===== config.mk =====
export PLATFORM = sky130hd
export DESIGN_NAME = rob_retire_ctrl
export DESIGN_NICKNAME = d
export VERILOG_FILES = /design/src/rtl/rob_pkg.sv /design/src/rtl/rob_slot_norm.sv /design/src/rtl/rob_token_store.sv /design/src/rtl/rob_retire_pick.sv /design/src/rtl/rob_retire_ctrl.sv
export SDC_FILE = /design/constraint.sdc
export NUM_CORES = 1
export LEC_CHECK = 0
export BUFFER_PORTS_ARGS = -buffer_cell sky130_fd_sc_hd__buf_2
export CORE_ASPECT_RATIO = 1.2
export CORE_MARGIN = 3
export CORE_UTILIZATION = 25
export CTS_CLUSTER_DIAMETER = 120
export DETAILED_ROUTE_END_ITERATION = 8
export PLACE_DENSITY = 0.5
export SYNTH_ARGS = -nofsm -noshare
export SYNTH_HDL_FRONTEND = slang
export SYNTH_SLANG_ARGS = --single-unit

===== constraint.sdc =====
create_clock -name clk -period 9.7 [get_ports clk]
set_input_delay 0.97 -clock clk [delete_from_list [all_inputs] [get_ports clk]]
set_output_delay 0.97 -clock clk [all_outputs]
set_load 0.05 [all_outputs]

===== src/rtl/rob_pkg.sv =====
package rob_pkg;

    typedef enum logic [1:0] {
        OCC_EMPTY = 2'd0,
        OCC_PART  = 2'd1,
        OCC_FULL  = 2'd2
    } occ_state_t;

endpackage


===== src/rtl/rob_slot_norm.sv =====
module rob_slot_norm #(
    parameter int REQ_W   = 6,
    parameter int ENTRIES = 16,
    parameter int CNT_W   = 5
) (
    input  logic [REQ_W-1:0] req,
    output logic [CNT_W-1:0] slots
);

    localparam int WIDE = (REQ_W > CNT_W) ? REQ_W : CNT_W;

    logic [WIDE-1:0] req_w;

    assign req_w = WIDE'(req);

    always_comb begin
        if (req_w == '0) begin
            slots = CNT_W'(1);
        end else if (req_w > WIDE'(ENTRIES)) begin
            slots = CNT_W'(ENTRIES);
        end else begin
            slots = req_w[CNT_W-1:0];
        end
    end

endmodule


===== src/rtl/rob_token_store.sv =====
module rob_token_store #(
    parameter int ENTRIES = 16,
    parameter int LANES   = 2,
    parameter int IDX_W   = 4,
    parameter int CNT_W   = 5
) (
    input  logic                               clk,
    input  logic                               rst,
    input  logic                               exec_set,
    input  logic [IDX_W-1:0]                   exec_idx,
    input  logic [LANES-1:0]                   ret_v,
    input  logic [LANES-1:0][IDX_W-1:0]        ret_idx,
    input  logic                               disp_we,
    input  logic [IDX_W-1:0]                   disp_idx,
    input  logic [CNT_W-1:0]                   disp_n,
    output logic [ENTRIES-1:0]                 done_flags,
    output logic [ENTRIES-1:0][CNT_W-1:0]      slot_cnt
);

    for (genvar e = 0; e < ENTRIES; e++) begin : g_entry
        logic ret_hit;

        always_comb begin
            ret_hit = 1'b0;
            for (int k = 0; k < LANES; k++) begin
                if (ret_v[k] && (ret_idx[k] == IDX_W'(e))) begin
                    ret_hit = 1'b1;
                end
            end
        end

        always_ff @(posedge clk) begin
            if (rst) begin
                done_flags[e] <= 1'b0;
                slot_cnt[e]   <= CNT_W'(1);
            end else begin
                if (disp_we && (disp_idx == IDX_W'(e))) begin
                    done_flags[e] <= 1'b0;
                    slot_cnt[e]   <= disp_n;
                end else if (ret_hit) begin
                    done_flags[e] <= 1'b0;
                end else if (exec_set && (exec_idx == IDX_W'(e))) begin
                    done_flags[e] <= 1'b1;
                end
            end
        end
    end

endmodule


===== src/rtl/rob_retire_pick.sv =====
module rob_retire_pick #(
    parameter int ENTRIES = 16,
    parameter int LANES   = 2,
    parameter int IDX_W   = 4,
    parameter int CNT_W   = 5
) (
    input  logic [IDX_W-1:0]              head,
    input  logic [CNT_W-1:0]              used,
    input  logic [ENTRIES-1:0]            done_flags,
    input  logic [ENTRIES-1:0][CNT_W-1:0] slot_cnt,
    output logic [LANES-1:0]              lane_v,
    output logic [LANES-1:0][IDX_W-1:0]   lane_idx,
    output logic [CNT_W-1:0]              freed,
    output logic [IDX_W-1:0]              head_nxt
);

    always_comb begin
        logic [IDX_W-1:0] ptr;
        logic [CNT_W-1:0] rem;
        logic [CNT_W:0]   nx;
        logic             go;
        ptr   = head;
        rem   = used;
        go    = 1'b1;
        freed = '0;
        nx    = '0;
        for (int i = 0; i < LANES; i++) begin
            lane_idx[i] = ptr;
            lane_v[i]   = go && (rem != '0) && done_flags[ptr];
            if (lane_v[i]) begin
                freed = freed + slot_cnt[ptr];
                rem   = rem - slot_cnt[ptr];
                nx    = (CNT_W+1)'(ptr) + {1'b0, slot_cnt[ptr]};
                if (nx >= (CNT_W+1)'(ENTRIES)) begin
                    nx = nx - (CNT_W+1)'(ENTRIES);
                end
                ptr = nx[IDX_W-1:0];
            end else begin
                go = 1'b0;
            end
        end
        head_nxt = ptr;
    end

endmodule


===== src/rtl/rob_retire_ctrl.sv =====
module rob_retire_ctrl
    import rob_pkg::*;
#(
    parameter int ENTRIES    = 16,
    parameter int MAX_RETIRE = 2,
    parameter int REQ_W      = 6,
    localparam int IDX_W     = (ENTRIES > 1) ? $clog2(ENTRIES) : 1,
    localparam int CNT_W     = $clog2(ENTRIES + 1),
    localparam int LANES     = (MAX_RETIRE == 0 || MAX_RETIRE > ENTRIES) ? ENTRIES : MAX_RETIRE
) (
    input  logic                   clk,
    input  logic                   rst,
    input  logic                   disp_req,
    input  logic [REQ_W-1:0]       disp_slots,
    output logic                   disp_ok,
    output logic [IDX_W-1:0]       disp_token,
    output logic                   has_room,
    output logic                   empty,
    input  logic                   exec_valid,
    input  logic [IDX_W-1:0]       exec_token,
    output logic [LANES-1:0]       ret_valid,
    output logic [LANES*IDX_W-1:0] ret_token
);

    logic [CNT_W-1:0]              free_q;
    logic [IDX_W-1:0]              head_q;
    logic [IDX_W-1:0]              tail_q;
    occ_state_t                    occ_q;
    occ_state_t                    occ_d;

    logic [CNT_W-1:0]              req_n;
    logic [CNT_W-1:0]              used;
    logic [CNT_W-1:0]              freed;
    logic [IDX_W-1:0]              head_nxt;
    logic [CNT_W:0]                free_nxt;
    logic [CNT_W:0]                tail_sum;
    logic [IDX_W-1:0]              tail_nxt;
    logic [LANES-1:0]              lane_v;
    logic [LANES-1:0][IDX_W-1:0]   lane_idx;
    logic [ENTRIES-1:0]            done_flags;
    logic [ENTRIES-1:0][CNT_W-1:0] slot_cnt;

    rob_slot_norm #(
        .REQ_W  (REQ_W),
        .ENTRIES(ENTRIES),
        .CNT_W  (CNT_W)
    ) u_norm (
        .req  (disp_slots),
        .slots(req_n)
    );

    rob_token_store #(
        .ENTRIES(ENTRIES),
        .LANES  (LANES),
        .IDX_W  (IDX_W),
        .CNT_W  (CNT_W)
    ) u_store (
        .clk       (clk),
        .rst       (rst),
        .exec_set  (exec_valid),
        .exec_idx  (exec_token),
        .ret_v     (lane_v),
        .ret_idx   (lane_idx),
        .disp_we   (disp_ok),
        .disp_idx  (tail_q),
        .disp_n    (req_n),
        .done_flags(done_flags),
        .slot_cnt  (slot_cnt)
    );

    rob_retire_pick #(
        .ENTRIES(ENTRIES),
        .LANES  (LANES),
        .IDX_W  (IDX_W),
        .CNT_W  (CNT_W)
    ) u_pick (
        .head      (head_q),
        .used      (used),
        .done_flags(done_flags),
        .slot_cnt  (slot_cnt),
        .lane_v    (lane_v),
        .lane_idx  (lane_idx),
        .freed     (freed),
        .head_nxt  (head_nxt)
    );

    assign used       = CNT_W'(ENTRIES) - free_q;
    assign has_room   = (free_q >= req_n);
    assign disp_ok    = disp_req && has_room;
    assign disp_token = tail_q;

    always_comb begin
        free_nxt = {1'b0, free_q} + {1'b0, freed};
        if (disp_ok) begin
            free_nxt = free_nxt - {1'b0, req_n};
        end
        tail_sum = (CNT_W+1)'(tail_q) + {1'b0, req_n};
        if (tail_sum >= (CNT_W+1)'(ENTRIES)) begin
            tail_sum = tail_sum - (CNT_W+1)'(ENTRIES);
        end
        tail_nxt = tail_sum[IDX_W-1:0];
    end

    for (genvar i = 0; i < LANES; i++) begin : g_lane
        assign ret_valid[i]                  = lane_v[i];
        assign ret_token[i*IDX_W +: IDX_W]   = lane_idx[i];
    end

    // Next-state logic for the occupancy register
    always_comb begin
        occ_d = occ_q;
        unique case (occ_q)
            OCC_EMPTY: begin
                if (disp_ok) begin
                    occ_d = (req_n == CNT_W'(ENTRIES)) ? OCC_FULL : OCC_PART;
                end
            end
            OCC_PART: begin
                if (free_nxt == (CNT_W+1)'(ENTRIES)) begin
                    occ_d = OCC_EMPTY;
                end else if (free_nxt == '0) begin
                    occ_d = OCC_FULL;
                end else begin
                    occ_d = OCC_PART;
                end
            end
            OCC_FULL: begin
                if (freed != '0) begin
                    occ_d = (free_nxt == (CNT_W+1)'(ENTRIES)) ? OCC_EMPTY : OCC_PART;
                end
            end
            default: occ_d = OCC_EMPTY;
        endcase
    end

    // State register together with the pointers and the free count
    always_ff @(posedge clk) begin
        if (rst) begin
            occ_q  <= OCC_EMPTY;
            free_q <= CNT_W'(ENTRIES);
            head_q <= '0;
            tail_q <= '0;
        end else begin
            occ_q  <= occ_d;
            free_q <= free_nxt[CNT_W-1:0];
            head_q <= head_nxt;
            if (disp_ok) begin
                tail_q <= tail_nxt;
            end
        end
    end

    // Outputs decoded from the state
    always_comb begin
        empty = (occ_q == OCC_EMPTY);
    end

endmodule


==> results by group, run 1 <==
Worst setup path
  • Crit path DAT: 8370 ps
  • CP Data Required Time: 9980 ps
  • Slowest CP cell: and2_1
  • Crit-path max FO: 23
  • Setup crit end kind: register
  • Worst setup SP type: register
  • Kind of critical path: reg2reg
  • CP max stage delay: 930 ps

Yosys
  • Mapped Cells: 869
  • Synth Area per Inst: 8.486 µm²
  • Synth area leaders: dfxtp_1 (30%), mux4_2 (8.2%), ha_1 (5.9%)
  • EDFF count, synth: 0
  • Top post-synthesis cells by count: dfxtp_1 (111), nor2_1 (102), nand2_1 (95), a21oi_1 (79), clkbuf_1 (40)
  • Mapped Nets: 925
  • Seq/Total Area, Yosys: 30.13%
  • Top FF cell, synth: dfxtp_1
  • Post-synth ARST share: 0%
  • Cell taking the most area after synthesis: dfxtp_1
  • Synth cell types: 66
  • Top-count cell post-synth: dfxtp_1
  • Area of the mapped netlist: 0.007375 mm²
  • YS warnings: 0
  • Area share of the largest cell type after synthesis: 30.13%
  • Synth Register Bits: 111

Global routing
  • First-pass GRT wire length: 39560 µm
  • Overall global routing resource usage: 16.28%
  • Vias in the first global route: 6472
  • Gr busiest metal: met2
  • Initial antenna violation count: 0
  • Largest net degree at the start of global routing: 56
  • GR Util met3: 2.778%
  • Total gr overflow: 0
  • Met2 Use GR: 27.59%
  • M1 GR Usage: 20.05%

Routing
  • Antenna-violating nets left: 0
  • WL/cell: 20.40 µm
  • Vias after detailed routing: 6701
  • First-pass iteration count of the detailed router: 6
  • Routed WL: 25870 µm
  • Via density: 5.285
  • Initial drt markers: 543
  • DRC Markers: 0

CTS
  • CTS Buffer Depth: 2
  • Clock root cell: clkbuf_16
  • Post-CTS setup buffers: 0
  • CTS HTree Levels: 3
  • Clock sinks: 111
  • Post-cts sizing count: 0
  • CTS tree: built
  • Total CTS buffers: 9
  • Hold_buf cts: 0
  • Worst skew pair latency: 360 ps
  • Clock Pin Slew Worst Setup and Hold Paths: 80 ps

Cells and area
  • Multi-input logic area: 0.004833 mm²
  • Sequential cell area: 0.002225 mm²
  • Synth-to-Final Area Change: 12.49%
  • Layout cells sized above 1: 14.16%
  • ANT cells: 0
  • Fill cell count: 3141
  • Layout Nets: 934

Floorplan
  • Die height: 194.1 µm
  • Die ar.: 0.03160 mm²
  • FP Rows: 68
  • Die Width: 162.8 µm
  • Ports: 31
  • Core Box Area: 0.02893 mm²
  • Initial Util: 25.49%

Power
  • Peak supply drop: 73.22 µV
  • Power share of the sequential group: 33.3%
  • Switching part of the total: 40.48%
  • Leakage: 3.017 nW
  • Clock group share of total power: 25.1%
  • Power Density: 189.1 mW/mm²
  • Net Sw Power: 634.8 µW
  • Gate power share: 41.6%
  • P_int: 933.5 µW

Timing
  • Layout Skew: 10.59 ps
  • Final hold violations: 0
  • Fin crit share: 83.34%
  • Setup Viol. Count Final: 0
  • Slew HR: 27.00%
  • Setup TNS: 0 ps
  • Max-slew violations: 0
  • Min Hold Slack: 500.5 ps
  • Clock period minus worst slack: 8084 ps
  • Worst Tran Pin Value: 1095 ps
  • RSZ-0062 raised after global routing: false
  • Fmax: 123.7 MHz

Place
  • Final Wtd Congestion: 0.8814
  • DP HPWL: 18840 µm
  • Port bufs: 30

Outcome
  • Status: completed

Worst hold path
  • HP Class: reg2reg

Run
  • Max-Cap Viols: 0
==> worst max-delay path: cells and delay by family (launching register included) <==
kind | cells | cell delay, ps
xor+xnor | 3 | 430
flops | 1 | 620
compound gates | 10 | 1890
simple gates | 8 | 2070
fa+ha+maj | 6 | 1890
mux | 2 | 1090
==> cells in the final DEF, fill, tap and decap left out, drive strengths merged, types with 12 or more instances in the layout <==
cell / count
a211oi: 25
o22ai: 22
buf: 53
inv: 35
o21a: 12
o21ai: 31
nor2: 103
dfxtp: 111
nor3: 20
mux2i: 37
ha: 35
xnor2: 17
a21o: 18
nand2: 96
a2111oi: 14
mux4: 27
a21oi: 79
==> power by group through the flow <==
stage | Combinational [mW] | Clock [mW] | Sequential (mW)
final | 0.652 | 0.394 | 0.523
after global routing | 0.721 | 0.422 | 0.529
after CTS | 0.657 | 0.403 | 0.523
after detailed placement | 0.653 | 0 | 0.534
after global placement | 0.649 | 0 | 0.533
after floorplan | 0.499 | 0 | 0.523
==> registers in the layout, indices dropped and copies added (netlist names) <==
signal / cells
u_store.slot_cnt: 80
u_store.done_flags: 16
free_q: 5
disp_token: 4
head_q: 4
occ_q: 2
==> per-stage QoR <==
stage | instances | cell area [µm²] | utilization (%) | power (mW) | setup slack, ps
2_1_floorplan | 869 | 7375 | - | 1.021 | 1630
3_3_place_gp | 1252 | 7990 | 27.62 | 1.182 | 1891
3_5_place_dp | 1252 | 7990 | 27.62 | 1.187 | 1710
4_1_cts | 1268 | 8295 | 28.68 | 1.582 | 1656
5_1_grt | 1268 | 8295 | 28.68 | 1.672 | 1008
6_report | 1268 | 8295 | 28.68 | 1.568 | 1616
==> final timing paths <==
check                           depth (start not counted)  slack [ps]                 start              endpoint
worst min register to register                          2         500  u_store.slot_cnt[77]  u_store.slot_cnt[77]
worst min-delay path                                    2         500  u_store.slot_cnt[77]  u_store.slot_cnt[77]
worst max register to register                         29        1620             head_q[0]              occ_q[0]
worst max-delay path                                   29        1620             head_q[0]              occ_q[0]
==> logic make-up (layout without fill, tap and decap cells) <==
group	after synthesis	after routing	synth area share, %
adders and majority gates	42	42	7.838
xor gates and xnor gates	23	23	2.732
buffers and inverters	89	103	4.869
muxes	74	74	14.95
AOI/OAI and AO/OA	252	252	22.75
DFF	111	111	30.13
and+or+nand+nor	278	278	16.73
==> routing by layer <==
metal  wire length, µm  up-vias  share of wire (%)
met5                 0        -                  0
met2             12660      202                 49
li1                  -     3205                  -
met1             10740     3239                 42
met3              1278       55                4.9
met4              1184        0                4.6
==> layout make-up <==
type                    instances  area share (%)
repair buffers                 53           3.891
flip-flops and latches        111           26.82
clock inverters                 7          0.9653
inverters                      34           1.538
well taps                     385           5.807
multi-input cells             669           58.27
clock buffers                   9           2.715
No activity file was read; power rests on OpenSTA's default activity.
==> inputs of run 2 (changes only) <==
==> constraint.sdc (replaced) <==
create_clock -name clk -period 7.9 [get_ports clk]
set_input_delay 0.79 -clock clk [delete_from_list [all_inputs] [get_ports clk]]
set_output_delay 0.79 -clock clk [all_outputs]
set_load 0.05 [all_outputs]
==> run 2 against run 1 <==
Sequential share of layout area down 0.29 points; non-clock buffer count up 9; routed wire length up 3.0%; register-to-register slack worse by 1200 ps; clock skew up 4.4 ps; global-route usage up 0.57 points; critical path depth up 1; die area unchanged; final cell count up 0.71%; clock power up 24%; via count up 2.4%.
==> results by group, run 2 (synthesized netlist as in run 1, its figures left out) <==
Routing
  • First-pass iteration count of the detailed router: 5
  • Initial drt markers: 637
  • Routed WL: 26660 µm
  • Antenna-violating nets left: 0
  • WL/cell: 20.87 µm
  • DRC Markers: 0
  • Via density: 5.373
  • Vias after detailed routing: 6861

Cells and area
  • Fin area: 0.008396 mm²
  • Biggest regs: u_store.slot_cnt (80), u_store.done_flags (16), free_q (5)
  • Largest register FFs: 80
  • Commonest cells after routing, fill and taps aside: dfxtp_1 (109), nor2_1 (101), nand2_1 (95), a21oi_1 (79)
  • Commonest non-fill, non-tap cell in the layout: dfxtp_1
  • Fill cell count: 3108
  • Layout Nets: 943
  • Largest Register: u_store.slot_cnt
  • ANT cells: 0
  • Non-Filler Instances: 1277
  • Synth-to-Final Area Change: 13.84%
  • Layout cells sized above 1: 15.13%

Floorplan
  • Die height: 194.1 µm
  • Initial Util: 25.49%
  • Ports: 31
  • Core Box Area: 0.02893 mm²
  • Die Width: 162.8 µm
  • FP Rows: 68
  • Die ar.: 0.03160 mm²

Global routing
  • Total gr overflow: 0
  • Overall global routing resource usage: 16.84%
  • Initial antenna violation count: 0
  • Largest net degree at the start of global routing: 49
  • Vias in the first global route: 6689
  • First-pass GRT wire length: 41010 µm
  • Met2 Use GR: 28.22%
  • Gr busiest metal: met2
  • GR Util met3: 1.859%
  • M1 GR Usage: 21.13%

Place
  • Port bufs: 30
  • DP HPWL: 19530 µm
  • Final Wtd Congestion: 0.9826
  • Dpl cell area: 0.008075 mm²
  • Placed cells: 1261

CTS
  • Total CTS buffers: 9
  • Clock root cell: clkbuf_16
  • CTS tree: built
  • Worst skew pair latency: 370 ps
  • Clock sinks: 111
  • CTS HTree Levels: 3
  • CTS Buffer Depth: 2
  • Post-CTS setup buffers: 0
  • Clock Pin Slew Worst Setup and Hold Paths: 80 ps

Timing
  • Worst Tran Pin Value: 1011 ps
  • Fmax: 134.3 MHz
  • Max-slew violations: 0
  • Setup Viol. Count Final: 0
  • Slew HR: 32.35%
  • Final hold violations: 0
  • Setup TNS: 0 ps
  • Clock period minus worst slack: 7446 ps
  • Layout Skew: 14.96 ps
  • Fin crit share: 94.25%

Worst hold path
  • HP Class: reg2reg

Power
  • Total Power: 1.960 mW
  • Clock group share of total power: 24.8%
  • Switching part of the total: 40.51%
  • Power Density: 233.5 mW/mm²
  • Power share of the sequential group: 32.6%
  • P_int: 1.166 mW
  • Gate power share: 42.6%
  • Leakage: 3.069 nW
  • Peak supply drop: 102.9 µV
  • Net Sw Power: 794.1 µW

Worst setup path
  • CP dominant cell by count: a21oi_1
  • Kind of critical path: reg2reg
  • Crit path DAT: 7690 ps
  • Slowest CP cell: mux4_2
  • Setup crit end kind: register
  • Worst setup SP type: register
  • CP max stage delay: 590 ps
  • Crit-path max FO: 10
  • CP Data Required Time: 8140 ps

Outcome
  • Status: completed

Run
  • Max-Cap Viols: 0
run 2: changes by cell type in the layout (fill, tap and decap cells not counted), sizes merged:
cell | previous run | this run
inv | 35 | 34
buf | 53 | 62
clkbuf | 9 | 10
run 2: repair_timing:
| action | CTS | global route |
|---|---|---|
| gates resized for setup | 0 | 3 |
| setup endpoints to repair | 0 | 2 |
| hold buffers | 0 | 0 |
run 2: worst paths after layout:
kind / start / end / slack [ps] / depth (start not counted)
max: head_q[0] / occ_q[0] / 450 / 30
min: u_store.slot_cnt[15] / u_store.slot_cnt[15] / 510 / 2
max reg2reg: head_q[0] / occ_q[0] / 450 / 30
min reg2reg: u_store.slot_cnt[15] / u_store.slot_cnt[15] / 510 / 2
run 2: power groups by stage:
stage / Clock (mW) / Sequential (mW) / Combinational, mW
floorplan: 0 / 0.642 / 0.612
CTS: 0.493 / 0.640 / 0.832
global route: 0.519 / 0.644 / 0.916
finish: 0.487 / 0.639 / 0.834
detailed placement: 0 / 0.653 / 0.828
global placement: 0 / 0.653 / 0.825
run 2: metrics by stage:
step | hold WS [ps] | setup WS, ps | util [%]
final | 510.9 | 454.2 | 29.02
after global routing | 537.6 | -9.113 | 29.02
after CTS | 509.4 | 344.2 | 28.98
after detailed placement | 499.7 | 384.2 | 27.92
after global placement | 493.9 | 398.7 | 27.92
after floorplan | 460.2 | 55.09 | -
run 2: routing by layer:
metal,vias up,share of wire (%)
met5,-,0
met4,0,5.5
met3,64,4.1
met2,250,48
met1,3327,42
li1,3220,-
run 2: worst max-delay path, delay by kind of cell, from the launching register on:
family / cells / cell delay (ps)
xor gates and xnor gates: 4 / 590
buffers and inverters: 2 / 450
DFF: 1 / 440
and+or+nand+nor: 5 / 650
adders and majority gates: 5 / 1590
muxes: 3 / 1510
AOI/OAI and AO/OA: 11 / 2080
run 2: final cells by class:
| type | count | area (µm²) | share of cell area [%] |
|---|---|---|---|
| well taps | 385 | 481.7 | 5.738 |
| clock buffers | 10 | 239.0 | 2.846 |
| clock inverters | 6 | 68.82 | 0.8197 |
| multi-input cells | 669 | 4861 | 57.90 |
| flip-flops and latches | 111 | 2227 | 26.53 |
| inverters | 34 | 127.6 | 1.520 |
| repair buffers | 62 | 390.4 | 4.650 |
==> inputs of run 3 (changes only) <==
--- a/config.mk
+++ b/config.mk
@@ -11,7 +11,7 @@
 export CORE_UTILIZATION = 25
 export CTS_CLUSTER_DIAMETER = 120
 export DETAILED_ROUTE_END_ITERATION = 8
-export PLACE_DENSITY = 0.5
+export PLACE_DENSITY_LB_ADDON = 0.1
 export SYNTH_ARGS = -nofsm -noshare
 export SYNTH_HDL_FRONTEND = slang
 export SYNTH_SLANG_ARGS = --single-unit
==> run 3 against run 2 <==
Cell area rose by 0.13%; routed wire length rose by 8.0%; hold slack improved by 6.0 ps; global-route usage rose by 1.5 points; clock skew rose by 4.1 ps; critical path depth fell by 1; utilization barely moved; worst setup slack improved by 64 ps; combinational power barely moved; final cell count did not move; clock power fell by 3%; largest power group unchanged.
==> results by group, run 3 (synthesized netlist as in run 1, its figures left out) <==
CTS
  • CTS tree: built
  • Hold_buf cts: 0
  • Clock root cell: clkbuf_16
  • Total CTS buffers: 9
  • Clock Pin Slew Worst Setup and Hold Paths: 80 ps
  • CTS Buffer Depth: 2
  • CTS HTree Levels: 3
  • Worst skew pair latency: 370 ps
  • Clock sinks: 111

Timing
  • Max-slew violations: 0
  • Setup TNS: 0 ps
  • RSZ-0062 raised after global routing: false
  • Worst Tran Pin Value: 1078 ps
  • Layout Skew: 19.03 ps
  • Clock period minus worst slack: 7382 ps
  • Fin crit share: 93.44%
  • Min Hold Slack: 516.9 ps
  • Setup Viol. Count Final: 0
  • Fin worst setup slack: 518.4 ps
  • Slew HR: 28.15%
  • Fmax: 135.5 MHz
  • Final hold violations: 0

Routing
  • First-pass iteration count of the detailed router: 5
  • Routed WL: 28780 µm
  • WL/cell: 22.54 µm
  • Vias after detailed routing: 6745
  • Initial drt markers: 554
  • DRC Markers: 0
  • Antenna-violating nets left: 0
  • Via density: 5.282

Cells and area
  • Non-Filler Instances: 1277
  • ANT cells: 0
  • Commonest non-fill, non-tap cell in the layout: dfxtp_1
  • Largest register FFs: 80
  • Commonest cells after routing, fill and taps aside: dfxtp_1 (109), nor2_1 (101), nand2_1 (95), a21oi_1 (75)
  • Synth-to-Final Area Change: 14.00%
  • Post-layout util: 29.06%
  • Layout Nets: 944
  • Largest Register: u_store.slot_cnt
  • Layout cells sized above 1: 15.47%
  • Biggest regs: u_store.slot_cnt (80), u_store.done_flags (16), free_q (5)
  • Fill cell count: 3120

Global routing
  • First-pass GRT wire length: 43840 µm
  • Total gr overflow: 0
  • Overall global routing resource usage: 18.36%
  • Largest net degree at the start of global routing: 93
  • Vias in the first global route: 6745
  • Initial antenna violation count: 0

Worst setup path
  • Setup crit end kind: register
  • Crit-path max FO: 17
  • Kind of critical path: reg2reg
  • Slowest CP cell: fa_1
  • CP max stage delay: 600 ps
  • CP Data Required Time: 8200 ps
  • Worst setup SP type: register
  • Crit path DAT: 7680 ps

Power
  • Net Sw Power: 796.3 µW
  • Power share of the sequential group: 32.9%
  • Power Density: 231.5 mW/mm²
  • Peak supply drop: 116.5 µV
  • Leakage: 3.053 nW
  • Gate power share: 42.9%
  • Clock group share of total power: 24.2%
  • Switching part of the total: 40.92%
  • P_int: 1.150 mW

Worst hold path
  • HP Class: reg2reg

Floorplan
  • Die height: 194.1 µm
  • Die Width: 162.8 µm
  • FP Rows: 68
  • Core Box Area: 0.02893 mm²
  • Initial Util: 25.49%
  • Die ar.: 0.03160 mm²
  • Ports: 31

Place
  • Port bufs: 30
  • DP HPWL: 21390 µm
  • Placed cells: 1261
  • Setup Slack @ Placement: 292.5 ps
  • Final Wtd Congestion: 0.8432

Run
  • Max-Cap Viols: 0

Outcome
  • Status: completed
==> run 3: area by class of cell <==
type                    count  area [µm²]  area share [%]
multi-input cells         669        4887           58.13
flip-flops and latches    111        2225           26.46
well taps                 385       481.7           5.730
repair buffers             63       401.6           4.777
clock buffers              11       232.7           2.768
inverters                  34       131.4           1.563
clock inverters             4       47.55          0.5656
==> run 3: critical path, delay by kind of cell (launching register included) <==
| kind | cells | cell delay [ps] |
|---|---|---|
| DFF | 1 | 410 |
| buffers and inverters | 1 | 300 |
| xor gates and xnor gates | 3 | 470 |
| muxes | 2 | 1090 |
| adders and majority gates | 5 | 1700 |
| AOI/OAI and AO/OA | 10 | 1860 |
| and+or+nand+nor | 8 | 1470 |
==> run 3: metal layers <==
layer | up-vias | track usage, % | part of all wire, %
li1 | 3224 | - | -
met1 | 3307 | 24.98 | 45
met2 | 183 | 30.03 | 48
met3 | 31 | 2.158 | 3.7
met4 | 0 | 6.362 | 2.8
met5 | - | 0 | 0
==> run 3: path summary, 6_finish.rpt <==
path	start	endpoint	slack, ps	depth (start not counted)
worst max-delay path	head_q[1]	occ_q[0]	520	29
worst max register to register	head_q[1]	occ_q[0]	520	29
worst min register to register	u_store.slot_cnt[78]	u_store.slot_cnt[78]	520	2
worst min-delay path	u_store.slot_cnt[78]	u_store.slot_cnt[78]	520	2
==> run 3: timing repair <==
action                     in CTS  in global routing
gates resized for setup         0                  9
setup endpoints to repair       0                  2
buffers inserted                0                  1
==> run 3: metrics by stage <==
| stage | total power, mW | area [µm²] |
|---|---|---|
| CTS | 1.961 | 8361 |
| global route | 2.074 | 8407 |
| floorplan | 1.254 | 7377 |
| detailed placement | 1.485 | 8080 |
| global placement | 1.493 | 8080 |
| finish | 1.946 | 8407 |
==> run 3: power groups by stage <==
| stage | sequential, mW | clock (mW) | combinational, mW |
|---|---|---|---|
| floorplan | 0.642 | 0 | 0.612 |
| global placement | 0.656 | 0 | 0.837 |
| detailed placement | 0.655 | 0 | 0.829 |
| CTS | 0.642 | 0.486 | 0.832 |
| global route | 0.647 | 0.502 | 0.925 |
| finish | 0.641 | 0.470 | 0.835 |
